**config.mk**
```make
export PLATFORM = sky130hd
export DESIGN_NAME = fp_tag_table
export DESIGN_NICKNAME = d
export VERILOG_FILES = /design/src/rtl/fp_tag_pkg.sv /design/src/rtl/fp_tag_slot.sv /design/src/rtl/fp_src_port.sv /design/src/rtl/fp_tag_table.sv
export SDC_FILE = /design/constraint.sdc
export NUM_CORES = 1
export LEC_CHECK = 0
export BUFFER_PORTS_ARGS = -buffer_cell sky130_fd_sc_hd__buf_2
export CAP_MARGIN = 15
export CORE_ASPECT_RATIO = 1.2
export CORE_MARGIN = 1
export CORE_UTILIZATION = 45
export DETAILED_ROUTE_END_ITERATION = 10
export PLACE_DENSITY = 0.76
export SLEW_MARGIN = 20
export SYNTH_ARGS = -nofsm -noshare
export SYNTH_HDL_FRONTEND = slang
export SYNTH_SLANG_ARGS = --single-unit
export TNS_END_PERCENT = 5
```
**constraint.sdc**
```tcl
create_clock -name clk -period 2.77 [get_ports clk]
set_input_delay 0.277 -clock clk [delete_from_list [all_inputs] [get_ports clk]]
set_output_delay 0.277 -clock clk [all_outputs]
set_load 0.01 [all_outputs]
```
**src/rtl/fp_tag_pkg.sv**
```systemverilog
package fp_tag_pkg;
    typedef enum logic {
        SLOT_READY = 1'b0,
        SLOT_WAIT  = 1'b1
    } slot_state_e;
endpackage

```
**src/rtl/fp_tag_slot.sv**
```systemverilog
module fp_tag_slot
    import fp_tag_pkg::*;
#(
    parameter int DATA_W = 32,
    parameter int TAG_W  = 3
) (
    input  logic              clk,
    input  logic              rst_n,
    input  logic              claim,
    input  logic [TAG_W-1:0]  claim_tag,
    input  logic              bus_valid,
    input  logic [TAG_W-1:0]  bus_tag,
    input  logic [DATA_W-1:0] bus_value,
    output slot_state_e       state_o,
    output logic [TAG_W-1:0]  tag_o,
    output logic [DATA_W-1:0] value_o
);
    slot_state_e       state_q, state_d;
    logic [TAG_W-1:0]  tag_q, tag_d;
    logic [DATA_W-1:0] val_q, val_d;
    logic              hit;

    assign hit = bus_valid && (bus_tag != '0) && (state_q == SLOT_WAIT) && (bus_tag == tag_q);

    // next-state process: T_CLAIM, T_RETARGET, T_RESOLVE, T_HOLD
    always_comb begin
        state_d = state_q;
        tag_d   = tag_q;
        val_d   = val_q;
        unique case (state_q)
            SLOT_READY: begin
                if (claim) begin            // T_CLAIM
                    state_d = SLOT_WAIT;
                    tag_d   = claim_tag;
                end
            end
            SLOT_WAIT: begin
                if (claim) begin            // T_RETARGET (newest producer wins)
                    state_d = SLOT_WAIT;
                    tag_d   = claim_tag;
                end else if (hit) begin     // T_RESOLVE
                    state_d = SLOT_READY;
                    tag_d   = '0;
                    val_d   = bus_value;
                end
            end
            default: begin
                state_d = SLOT_READY;
                tag_d   = '0;
            end
        endcase
    end

    // state register process
    always_ff @(posedge clk) begin
        if (!rst_n) begin
            state_q <= SLOT_READY;
            tag_q   <= '0;
            val_q   <= '0;
        end else begin
            state_q <= state_d;
            tag_q   <= tag_d;
            val_q   <= val_d;
        end
    end

    assign state_o = state_q;
    assign tag_o   = tag_q;
    assign value_o = val_q;

    assert_claim_sets_tag_R3: assert property (@(posedge clk) disable iff (!rst_n)
        claim |=> (state_q == SLOT_WAIT) && (tag_q == $past(claim_tag)));

    assert_retarget_keeps_value_R8: assert property (@(posedge clk) disable iff (!rst_n)
        claim |=> $stable(val_q));

    assert_hit_resolves_R5: assert property (@(posedge clk) disable iff (!rst_n)
        (hit && !claim) |=> (state_q == SLOT_READY) && (tag_q == '0) && (val_q == $past(bus_value)));

    assert_miss_holds_R6: assert property (@(posedge clk) disable iff (!rst_n)
        (state_q == SLOT_WAIT && !hit && !claim) |=> (state_q == SLOT_WAIT) && $stable(tag_q) && $stable(val_q));

    assert_ready_holds_R10: assert property (@(posedge clk) disable iff (!rst_n)
        (state_q == SLOT_READY && !claim) |=> (state_q == SLOT_READY) && $stable(val_q));
endmodule

```
**src/rtl/fp_src_port.sv**
```systemverilog
module fp_src_port
    import fp_tag_pkg::*;
#(
    parameter int NUM_REGS = 4,
    parameter int DATA_W   = 32,
    parameter int TAG_W    = 3,
    parameter int IDX_W    = 2
) (
    input  logic [IDX_W-1:0]  sel,
    input  slot_state_e       states [NUM_REGS],
    input  logic [TAG_W-1:0]  tags   [NUM_REGS],
    input  logic [DATA_W-1:0] vals   [NUM_REGS],
    input  logic              bus_valid,
    input  logic [TAG_W-1:0]  bus_tag,
    input  logic [DATA_W-1:0] bus_value,
    output logic              ready,
    output logic [DATA_W-1:0] value,
    output logic [TAG_W-1:0]  tag
);
    always_comb begin
        ready = 1'b1;
        value = '0;
        tag   = '0;
        if (int'(sel) < NUM_REGS) begin
            if (states[sel] == SLOT_READY) begin
                value = vals[sel];
            end else if (bus_valid && (bus_tag != '0) && (bus_tag == tags[sel])) begin
                value = bus_value;          // same-cycle forward from the result bus
            end else begin
                ready = 1'b0;
                tag   = tags[sel];
            end
        end
    end
endmodule

```
**src/rtl/fp_tag_table.sv**
```systemverilog
module fp_tag_table
    import fp_tag_pkg::*;
#(
    parameter int NUM_REGS = 4,
    parameter int DATA_W   = 32,
    parameter int TAG_W    = 3,
    parameter int IDX_W    = (NUM_REGS > 1) ? $clog2(NUM_REGS) : 1
) (
    input  logic              clk,
    input  logic              rst_n,
    input  logic              disp_valid,
    input  logic              disp_sink_en,
    input  logic [IDX_W-1:0]  disp_reg_a,
    input  logic [IDX_W-1:0]  disp_reg_b,
    input  logic [TAG_W-1:0]  disp_tag,
    input  logic              bus_valid,
    input  logic [TAG_W-1:0]  bus_tag,
    input  logic [DATA_W-1:0] bus_value,
    output logic              src_a_ready,
    output logic [DATA_W-1:0] src_a_value,
    output logic [TAG_W-1:0]  src_a_tag,
    output logic              src_b_ready,
    output logic [DATA_W-1:0] src_b_value,
    output logic [TAG_W-1:0]  src_b_tag
);
    slot_state_e       slot_state [NUM_REGS];
    logic [TAG_W-1:0]  slot_tag   [NUM_REGS];
    logic [DATA_W-1:0] slot_val   [NUM_REGS];
    logic              claim      [NUM_REGS];

    for (genvar i = 0; i < NUM_REGS; i++) begin : g_slot
        assign claim[i] = disp_valid && disp_sink_en && (int'(disp_reg_a) == i);

        fp_tag_slot #(.DATA_W(DATA_W), .TAG_W(TAG_W)) u_slot (
            .clk       (clk),
            .rst_n     (rst_n),
            .claim     (claim[i]),
            .claim_tag (disp_tag),
            .bus_valid (bus_valid),
            .bus_tag   (bus_tag),
            .bus_value (bus_value),
            .state_o   (slot_state[i]),
            .tag_o     (slot_tag[i]),
            .value_o   (slot_val[i])
        );
    end

    fp_src_port #(.NUM_REGS(NUM_REGS), .DATA_W(DATA_W), .TAG_W(TAG_W), .IDX_W(IDX_W)) u_port_a (
        .sel       (disp_reg_a),
        .states    (slot_state),
        .tags      (slot_tag),
        .vals      (slot_val),
        .bus_valid (bus_valid),
        .bus_tag   (bus_tag),
        .bus_value (bus_value),
        .ready     (src_a_ready),
        .value     (src_a_value),
        .tag       (src_a_tag)
    );

    fp_src_port #(.NUM_REGS(NUM_REGS), .DATA_W(DATA_W), .TAG_W(TAG_W), .IDX_W(IDX_W)) u_port_b (
        .sel       (disp_reg_b),
        .states    (slot_state),
        .tags      (slot_tag),
        .vals      (slot_val),
        .bus_valid (bus_valid),
        .bus_tag   (bus_tag),
        .bus_value (bus_value),
        .ready     (src_b_ready),
        .value     (src_b_value),
        .tag       (src_b_tag)
    );

    assert_wait_has_tag_R3: assert property (@(posedge clk) disable iff (!rst_n)
        !src_a_ready |-> (src_a_tag != '0) && (src_a_value == '0));

    assert_forward_on_match_R9: assert property (@(posedge clk) disable iff (!rst_n)
        (bus_valid && bus_tag != '0 && !src_b_ready) |-> (src_b_tag != bus_tag));

    assert_ready_tag_zero_R2: assert property (@(posedge clk) disable iff (!rst_n)
        src_b_ready |-> (src_b_tag == '0));

    assert_sink_waits_after_R3: assert property (@(posedge clk) disable iff (!rst_n)
        (disp_valid && disp_sink_en) |=> (int'(disp_reg_a) != int'($past(disp_reg_a))) || !src_a_ready
            || (bus_valid && bus_tag == $past(disp_tag)));
endmodule

```
## Word level (Yosys, flattened, before mapping)

Index checks and enable logic that the tools add are counted.

| storage, ports and cells | value |
|---|---|
| register bits | 144 |
| bits of input ports | 47 |
| output and inout port bits | 72 |

| cells by class | value |
|---|---|
| $lt $le $gt $ge | 2 |
| equality and inequality tests | 17 |
| muxes and demuxes | 62 |
| bitwise operators | 10 |
| reductions and logical operators | 26 |

Operators with widths:

| cell | number |
|---|---|
| $mux 32 | 8 |
| $bmux 32 s2 | 2 |
| $mux 3 | 20 |
| $pmux 3 s2 | 4 |
| $mux 1 | 20 |
| $eq 3x3->1 | 6 |
| $logic_and 1x1->1 | 16 |
| $bmux 3 s2 | 2 |
| $ne 3x2->1 const B | 4 |
| $reduce_and 3->1 | 4 |
| $ne 2x1->1 const B | 4 |
| $not 1->1 | 8 |
| $pmux 1 s2 | 4 |
| $reduce_and 2->1 | 4 |
| $ge 3x3->1 const B | 2 |
| $not 2->3 | 2 |
| $bmux 1 s2 | 2 |
| $eq 2x2->1 const B | 2 |
| $reduce_bool 3->1 | 1 |
| $eq 2x1->1 const B | 1 |
| $logic_not 2->1 | 1 |

## Depth between registers and ports, before layout

Gate-level depths: netlist of run 1.

| depth | value |
|---|---|
| depth after elaboration | 8 |
| gate-level depth with buffers | 7 |
| gate-level depth less buffers | 4 |

## Modules after synthesis

A second synthesis of run 1 with hierarchy kept.

| unflattened totals | value |
|---|---|
| cell total of the unflattened synthesis | 930 |
| area total of the unflattened synthesis | 9,231.4 um^2 |

By module, submodules not included:

| module | instances | cells each | area an instance (um^2) | sequential area each (um^2) |
|---|---|---|---|---|
| fp_tag_slot | 4 | 164 | 1,505.2 | 720.7 |
| fp_src_port | 2 | 135 | 1,582.8 | 0.0 |
| fp_tag_table | 1 | 4 | 45.0 | 0.0 |

## Least setup slack after synthesis of run 1

Ideal clock, no wire load.

| timing path | value |
|---|---|
| kind | input to output |
| from | input disp_reg_b[0] |
| to | output src_b_value[10] |
| arrival | 1.986 ns |
| required time | 2.493 ns |
| setup slack | 0.507 ns |
| stages on the path | 6 |
| buffers on the path | 2 |
| path through | buf_4 mux4_2 xnor2_1 nor4_4 buf_6 a31o_1 |

| on the way | value |
|---|---|
| word-level cells in the longest chain between the ends | 8 |
| elaborated cells on any way between the ends | 14 |
| those cells by class | eq/ne (1); mux (11); bitwise (1); reduce/logical (1) |

RTL lines:

| item | line | RTL |
|---|---|---|
| start: declaration | fp_tag_table.sv:14 | `input logic [IDX_W-1:0] disp_reg_b,` |
| $not 2->3 (implied by the code) * | fp_src_port.sv:25, fp_src_port.sv:26, fp_src_port.sv:27 |  |
| $bmux 3 s2 | fp_src_port.sv:27 | `end else if (bus_valid && (bus_tag != '0) && (bus_tag == tags[sel])) begin` |
| $mux 3 (implied by the code) (2 in series) | fp_src_port.sv:27 |  |
| $eq 3x3->1 | fp_src_port.sv:27 |  |
| $logic_and 1x1->1 | fp_src_port.sv:27 |  |
| $mux 32 | fp_src_port.sv:27 |  |
| $mux 32 * | fp_src_port.sv:25 | `if (states[sel] == SLOT_READY) begin` |
| end: declaration | fp_tag_table.sv:23 | `output logic [DATA_W-1:0] src_b_value,` |

Mark *: on every way between the ends. The rest lies on a longest branch, timed or not. The select of a mux whose other input is x is not followed.

## Worst setup path after layout of run 1

| timing path | value |
|---|---|
| from | register g_slot[1].u_slot.tag_q[0] |
| to | output src_a_value[0] |

| on the way | value |
|---|---|
| word-level cells in the longest chain between the ends | 7 |

RTL lines:

| item | line | RTL |
|---|---|---|
| start: declaration | fp_tag_slot.sv:19 | `logic [TAG_W-1:0] tag_q, tag_d;` |
| start signal: assignment | fp_tag_slot.sv:62 | `tag_q <= tag_d;` |
| $bmux 3 s2 | fp_src_port.sv:27 |  |
| $mux 3 (implied by the code) (2 in series) | fp_src_port.sv:27 |  |
| $eq 3x3->1 | fp_src_port.sv:27 |  |
| $logic_and 1x1->1 | fp_src_port.sv:27 |  |
| $mux 32 | fp_src_port.sv:27 |  |
| $mux 32 | fp_src_port.sv:25 |  |
| end: declaration | fp_tag_table.sv:20 | `output logic [DATA_W-1:0] src_a_value,` |

No other way between the ends. The select of a mux whose other input is x is not followed.

==> results.md, run 1 <==
* Routed wire length at 26.5 mm
* Largest net degree at the start of global routing at 51
* CP max FO at 12
* Synth Register Bits at 144
* # rows at 55
* Die W at 129 µm
* Part of the Yosys area used for sequential elements at 33.2%
* Share of post-route cells with drive strength above 1 at 30.0%
* Initial drt markers at 688
* DRT Pass-1 Iters at 6
* Worst-path cell chain: mux4_2 > xor2_2 > nor4_4 > buf_4 > clkbuf_16 > a31o_2 > buf_2
* Relative slew margins at a little over half
* Synth warn at 0
* WP data arrival at 2450 ps
* Crit path max-delay family: multiplexers
* Final Hold Viols at 0
* Crit start category: flip-flop
* R2R cell count at 5
* Met3 usage at 4.39%
* Clock-pin transition on the worst setup and hold timing paths at about 60 ps
* Worst-Skew Late Latency at 430 ps
* Top Ports at roughly 120
* Vias in the first global route at 7,829
* Net count, final at 1,031
* Flop2flop setup slack at 1010 ps
* Final period utilization at 98.4%
* Die footprint at a little under 20,000 µm²
* Measured slew at the worst slew-check pin at 684 ps
* Grt met2 use at 46.6%
* WP buf/inv at 3
* Worst hold-check path type: input pin to flip-flop
* Post-route setup TNS at 0 ps
* Syn Nets at 953
* Dpl hpwl at roughly 17 mm
* Grt met1 use at approximately a third
* Final WS setup at 44.6 ps
* RR Startpoint: g_slot[1].u_slot.tag_o[0]$_SDFFE_PN0P_
* Synth Instances at around 900
* PortBufs at 118
* Routed len/inst at 21.1 µm
* Crit path max-delay cell type: mux4_2
* Hold Startpoint: disp_tag[0]
* Tot GR Track Use at 27.0%
* Hold EP: g_slot[3].u_slot.tag_o[0]$_SDFFE_PN0P_
* Lkg Pwr at 3.71 nW
* Core area at 18,900 µm²
* Worst hold slack at 136 ps
* Post-Syn Area per Cell at 9.60 µm²
* Clock tree buffer depth at 2
* Worst slack, placed at 316 ps
* CTS tree: yes
* Detail Route Antenna Nets at 0
* FF-to-FF End: g_slot[1].u_slot.value_o[25]$_SDFFE_PN0P_
* Final setup vio count at 0
* Max_cap viols at 0
* Final GP Congestion at between 0.8 and 0.9
* Vias/cell at around 6.3
* WP depth at 7
* Die Height at 154 µm
* GRT Max-Usage Layer: met2
* Worst Clk Skew at 7.30 ps
* Via count at between 7,000 and 8,000
* Area Overhead vs Synth at 17.3%
* GR Overflow Total at 0
* Num CTS Buffers at 17
* Starting Density at between 40% and 50%
* Synthesized area at between 8000 and 9000 µm²
* Hold_buf cts at 0
* Tot Pwr at 4.96 mW
* Setup CP Type: flip-flop to primary output
* Initial antenna violation count at 1
* Clock root buffer: clkbuf_16
* CP peak stage delay at 520 ps
* Endpoint class of the critical path: primary output
* Max Clk Rate at 367 MHz
* CTS H-tree depth at 4
* Outcome: complete, no violations
* Minimum clock period at 2730 ps
* Power per standard cell area at 486 nW/µm²
* Critical Path RT at around 2500 ps
* First-pass GRT wire length at 41.5 mm
* VDD IR-drop max at between 0.4 and 0.5 mV
* Unique cell type count in the Yosys netlist at 36
* Final Slew Violations at 0
* RSZ-0062 raised after global routing: true
* Num Clock Sinks at 144
* Worst hold path cell count at 3
* Filler instances at around 1,700
* DRC viols at 0
==> final cells by class <==
| cell class | instances | area [µm²] | area share (%) |
|---|---|---|---|
| tap | 256 | 320 | 3.14 |
| multi-input combinational | 659 | 5390 | 52.8 |
| clock buffer | 21 | 470 | 4.61 |
| antenna | 1 | 2.50 | 0.0245 |
| clock inverter | 10 | 134 | 1.31 |
| inverter | 4 | 15.0 | 0.147 |
| timing repair buffer | 158 | 981 | 9.62 |
| sequential | 144 | 2890 | 28.3 |
==> worst register-to-register path: stages, from the launching register on <==
cell     delay, ps
dfxtp_1        400
xnor2_1        130
nand4_1        250
nor3_4         270
buf_4          390
mux2i_1        250
==> metrics by stage <==
| step | instances | cell area, µm² | utilization, % |
|---|---|---|---|
| 2_1_floorplan | 906 | 8690 | - |
| 3_3_place_gp | 1217 | 9520 | 50.3 |
| 3_5_place_dp | 1217 | 9520 | 50.3 |
| 4_1_cts | 1248 | 10100 | 53.5 |
| 5_1_grt | 1253 | 10200 | 53.9 |
| 6_report | 1253 | 10200 | 53.9 |
==> cell usage after synthesis <==
cell type	n	share of area, %
nand3_1	33	1.9
o31ai_1	32	2.8
a31o_1	40	4.0
clkbuf_1	64	2.8
nor4bb_1	1	0.12
o21a_1	1	0.086
inv_1	4	0.17
o21ba_2	1	0.12
nand2b_1	3	0.22
and4_1	2	0.20
xnor2_1	13	1.3
nand4_1	37	2.7
buf_4	1	0.086
nand2_1	116	5.0
a21oi_1	77	4.4
nor2_1	11	0.47
mux2i_1	66	7.6
buf_6	7	0.91
o21ai_1	1	0.058
or2_2	1	0.072
mux4_2	72	19
o21ai_0	39	2.2
nor4_4	2	0.49
a31oi_1	1	0.072
dfxtp_1	144	33
nor3_2	3	0.35
a31o_2	24	2.4
buf_2	17	0.98
o21bai_1	1	0.086
o211ai_1	9	0.78
o31ai_2	1	0.14
buf_1	10	0.43
or3_1	1	0.072
xor2_1	2	0.20
nor4_1	2	0.14
nor2b_1	67	4.8
==> worst max path at each step <==
stage | start | endpoint
after floorplan | disp_reg_b[0] | src_b_value[10]
after global placement | disp_reg_a[1] | src_a_value[25]
after detailed placement | disp_reg_a[1] | src_a_value[16]
after CTS | g_slot[3].u_slot.tag_o[2]$_SDFFE_PN0P_ | src_b_value[18]
after global routing | g_slot[2].u_slot.tag_o[0]$_SDFFE_PN0P_ | src_a_value[10]
final | g_slot[1].u_slot.tag_o[0]$_SDFFE_PN0P_ | src_a_value[0]
==> timing repair <==
action	4_1_cts	5_1_grt
gates resized for setup	0	6
setup endpoints to repair	0	52
buffers inserted	0	3
==> cell usage in the layout (no fill, tap or decap), types with 2 or more instances in the layout <==
master and instances:
mux2i_1 66, clkinv_2 4, a31o_2 24, buf_2 117
buf_6 2, o21ai_0 39, o211ai_1 9, nor2b_1 67
nand2b_1 3, o31ai_1 32, nand3_1 33, inv_1 3
dfxtp_2 2, clkbuf_16 18, bufinv_16 3, nor4_4 2
a21oi_1 77, nor3_4 3, xnor2_1 12, and4_1 2
nand2_1 116, nand4_1 37, dfxtp_1 142, buf_4 33
buf_12 5, a31o_1 40, mux4_2 72, nor4_1 2
clkbuf_8 3, nor2_1 10, clkinvlp_4 2
==> report_power, final <==
group          switching (mW)  internal [mW]
clock network           0.900           1.48
logic                   0.335          0.152
registers              0.0106           2.08
total                    1.25           3.71
==> cell families (layout without fill, tap and decap cells) <==
family / after synthesis / count (layout) / share of synthesized area [%]
other: 0 / 1 / 0
and+or+nand+nor: 279 / 279 / 16.5
xor gates and xnor gates: 15 / 15 / 1.51
buffers and inverters: 103 / 193 / 5.34
muxes: 138 / 138 / 26.2
DFF: 144 / 144 / 33.2
AOI/OAI and AO/OA: 227 / 227 / 17.2
==> registers in the layout, summed over array words and instances, names as in the netlist <==
register / cells
g_slot.u_slot.value_o: 128
g_slot.u_slot.state_o: 4
g_slot.u_slot.tag_o: 12
==> routing by layer <==
layer	routed length (µm)	part of all wire, %
met1	10200	39
met2	13200	50
met3	2060	7.8
met4	1010	3.8
met5	0	0
Note: power is estimated with default switching activity, not from simulation.
==> run 2: changes to the inputs <==
SYNTH_HIERARCHICAL = 1   (was default)
==> results.md, run 2 <==
* Setup CP Type: flip-flop to primary output
* Synth Instances at 930 (+2.6%)
* Area post-placement at 9890 µm² (+3.9%)
* Synthesized area at 9230 µm² (+6.2%)
* Num CTS Buffers at 17 (unchanged)
* Final setup vio count at 0 (unchanged)
* CP peak stage delay at 520 ps (about the same)
* RSZ-0062 raised after global routing: false
* Initial drt markers at 446 (-35%)
* Setup bufs post-CTS at 0 (unchanged)
* Worst hold-check path type: input pin to flip-flop
* Num Clock Sinks at 144 (unchanged)
* GR Overflow Total at 0 (unchanged)
* Relative slew margins at 66.4% (+12 points)
* PortBufs at 118 (unchanged)
* Crit path max-delay cell type: mux4_2
* Routed len/inst at 18.3 µm (-13%)
* Final period utilization at 94.7% (-3.7 points)
* Endpoint class of the critical path: primary output
* Leading area contributor after synthesis: dfxtp_1
* Worst-path cell chain: mux4_2 > xnor2_1 > and2_1 > buf_4 > a41o_1 > buf_2
* First-pass GRT wire length at 38.0 mm (-8.4%)
* Core area at 20,200 µm² (+6.7%)
* Unique cell type count in the Yosys netlist at 32 (-11%)
* Worst Clk Skew at 8.01 ps (+0.711 ps)
* Area Overhead vs Synth at 13.6%
* FFs w/ async S/R, synth at 0% (unchanged)
* Post-route setup TNS at 0 ps (unchanged)
* Clock root buffer: clkbuf_16
* Starting Density at 45.7% (-0.21 points)
* Final WS setup at 146 ps (+101 ps)
* Max reg flops at 128 (unchanged)
* Critical Path RT at 2490 ps (about the same)
* CTS H-tree depth at 4 (unchanged)
* Largest net degree at the start of global routing at 89 (+75%)
* Synth warn at 6 (+6)
* Max_cap viols at 0 (unchanged)
* Die W at 133 µm (+3.0%)
* CP max FO at 22 (+10)
* Net count, final at 1,057 (+2.5%)
* Largest cells by area after synthesis: dfxtp_1 (31%), mux4_2 (17%), mux2i_1 (15%)
* Hold_buf cts at 0 (unchanged)
* DRT Pass-1 Iters at 5 (-1)
* VDD IR-drop max at 0.425 mV (-14%)
* Final GP Congestion at 0.831 (-1.7%)
* Vias/cell at 5.77 (-8.5%)
* Worst slack, placed at 329 ps (+13.6 ps)
* CTS tree: yes
* Dpl hpwl at 16.0 mm (-3.8%)
* Most common cell in the netlist: nand2_1
* Share of post-route cells with drive strength above 1 at 26.8% (-3.2 points)
* CTS-repair resized insts at 0 (unchanged)
* Final Hold Viols at 0 (unchanged)
* Lkg Pwr at 4.60 nW (+24%)
* Initial antenna violation count at 3 (+2)
* Top Ports at 119 (unchanged)
* Part of the Yosys area used for sequential elements at 31.2% (-1.9 points)
* DRC viols at 0 (unchanged)
* Outcome: complete, no violations
* Number of synthesized flops with an enable pin at 0 (unchanged)
* Die Height at 159 µm (+3.0%)
* # rows at 57 (+3.6%)
* Via count at 7,428 (-6.1%)
* Routed wire length at 23.5 mm (-11%)
* Measured slew at the worst slew-check pin at 504 ps (-180 ps)
* Post-Syn Area per Cell at 9.93 µm² (+3.4%)
* Top FF cell, synth: dfxtp_1
* Clock-pin transition on the worst setup and hold timing paths at 60 ps (about the same)
* Max Clk Rate at 381 MHz (+3.9%)
* Synth Register Bits at 144 (unchanged)
* Tot GR Track Use at 22.8% (-4.2 points)
* Syn Nets at 977 (+2.5%)
* Minimum clock period at 2620 ps (-101 ps)
* Most frequent cells in the layout: nand2_1 (282), dfxtp_1 (144), mux2i_1 (142)
* Crit start category: flip-flop
* Worst-Skew Late Latency at 410 ps (-20 ps)
* Final Slew Violations at 0 (unchanged)
* Power per standard cell area at 465 nW/µm² (-4.3%)
* Clock tree buffer depth at 2 (unchanged)
* Tot Pwr at 4.88 mW (-1.6%)
* Detail Route Antenna Nets at 0 (unchanged)
* Post-Layout Inst Area at 10,500 µm² (+2.8%)
* Vias in the first global route at 7,442 (-4.9%)
* Fin util at 51.9% (-1.9 points)
* Top post-synthesis cells by count: nand2_1 (282), dfxtp_1 (144), mux2i_1 (142)
* WP data arrival at 2350 ps (-100 ps)
* Commonest non-fill, non-tap cell in the layout: nand2_1
* Die footprint at 21,100 µm² (+6.1%)
* Top cell type's share of synthesized area at 31.2% (-1.9 points)
[run 2: final timing paths]
kind         depth (start not counted)  slack (ps)                                         to                                      start
max reg2reg                          5        1100  g_slot[3].u_slot/value_o[27]$_SDFFE_PN0P_     g_slot[3].u_slot/tag_o[0]$_SDFFE_PN0P_
max                                  6         150                             src_a_value[0]     g_slot[3].u_slot/tag_o[0]$_SDFFE_PN0P_
min                                  3         160   g_slot[0].u_slot/value_o[0]$_SDFFE_PN0P_                               bus_value[0]
min reg2reg                          2         470  g_slot[2].u_slot/value_o[28]$_SDFFE_PN0P_  g_slot[2].u_slot/value_o[28]$_SDFFE_PN0P_
[run 2: worst max-delay path: cells and delay by family, from the launching register on]
family,cells,cell delay (ps)
multiplexers,1,520
AND/OR/NAND/NOR,1,170
buffers and inverters,2,440
flip-flops,1,370
AO/OA/AOI/OAI,1,240
XOR/XNOR,1,190
[run 2: power by group]
group | internal [mW] | switching [mW]
Clock | 1.45 | 0.860
Sequential | 2.08 | 0.00971
Combinational | 0.159 | 0.318
[run 2: layer usage]
metal / vias up / global-route usage [%] / part of all wire [%]
met5: - / 0 / 0.11
met4: 4 / 8.93 / 2.7
met1: 3660 / 28.5 / 43
met2: 206 / 39.3 / 50
met3: 52 / 3.77 / 4.7
li1: 3506 / - / -
[run 2: logic make-up after synthesis]
kind of cell    after synthesis  share of synthesized area [%]
mux                         214                           33.0
xor+xnor                     12                           1.46
buf+inv                     100                           6.86
flops                       144                           31.2
simple gates                370                           18.0
compound gates               90                           9.43
[run 2: area by class of cell]
cell class | count | area [µm²]
fill | 1758 | 9700
multi-input combinational | 686 | 5720
sequential | 144 | 2880
timing repair buffer | 151 | 920
clock buffer | 20 | 457
tap | 265 | 332
clock inverter | 10 | 136
inverter | 10 | 37.5
antenna | 1 | 2.50
[run 2: stage by stage]
stage	std cells	hold slack, ps
global placement	1256	448
CTS	1286	147
detailed placement	1256	459
finish	1287	158
floorplan	930	416
global route	1287	156
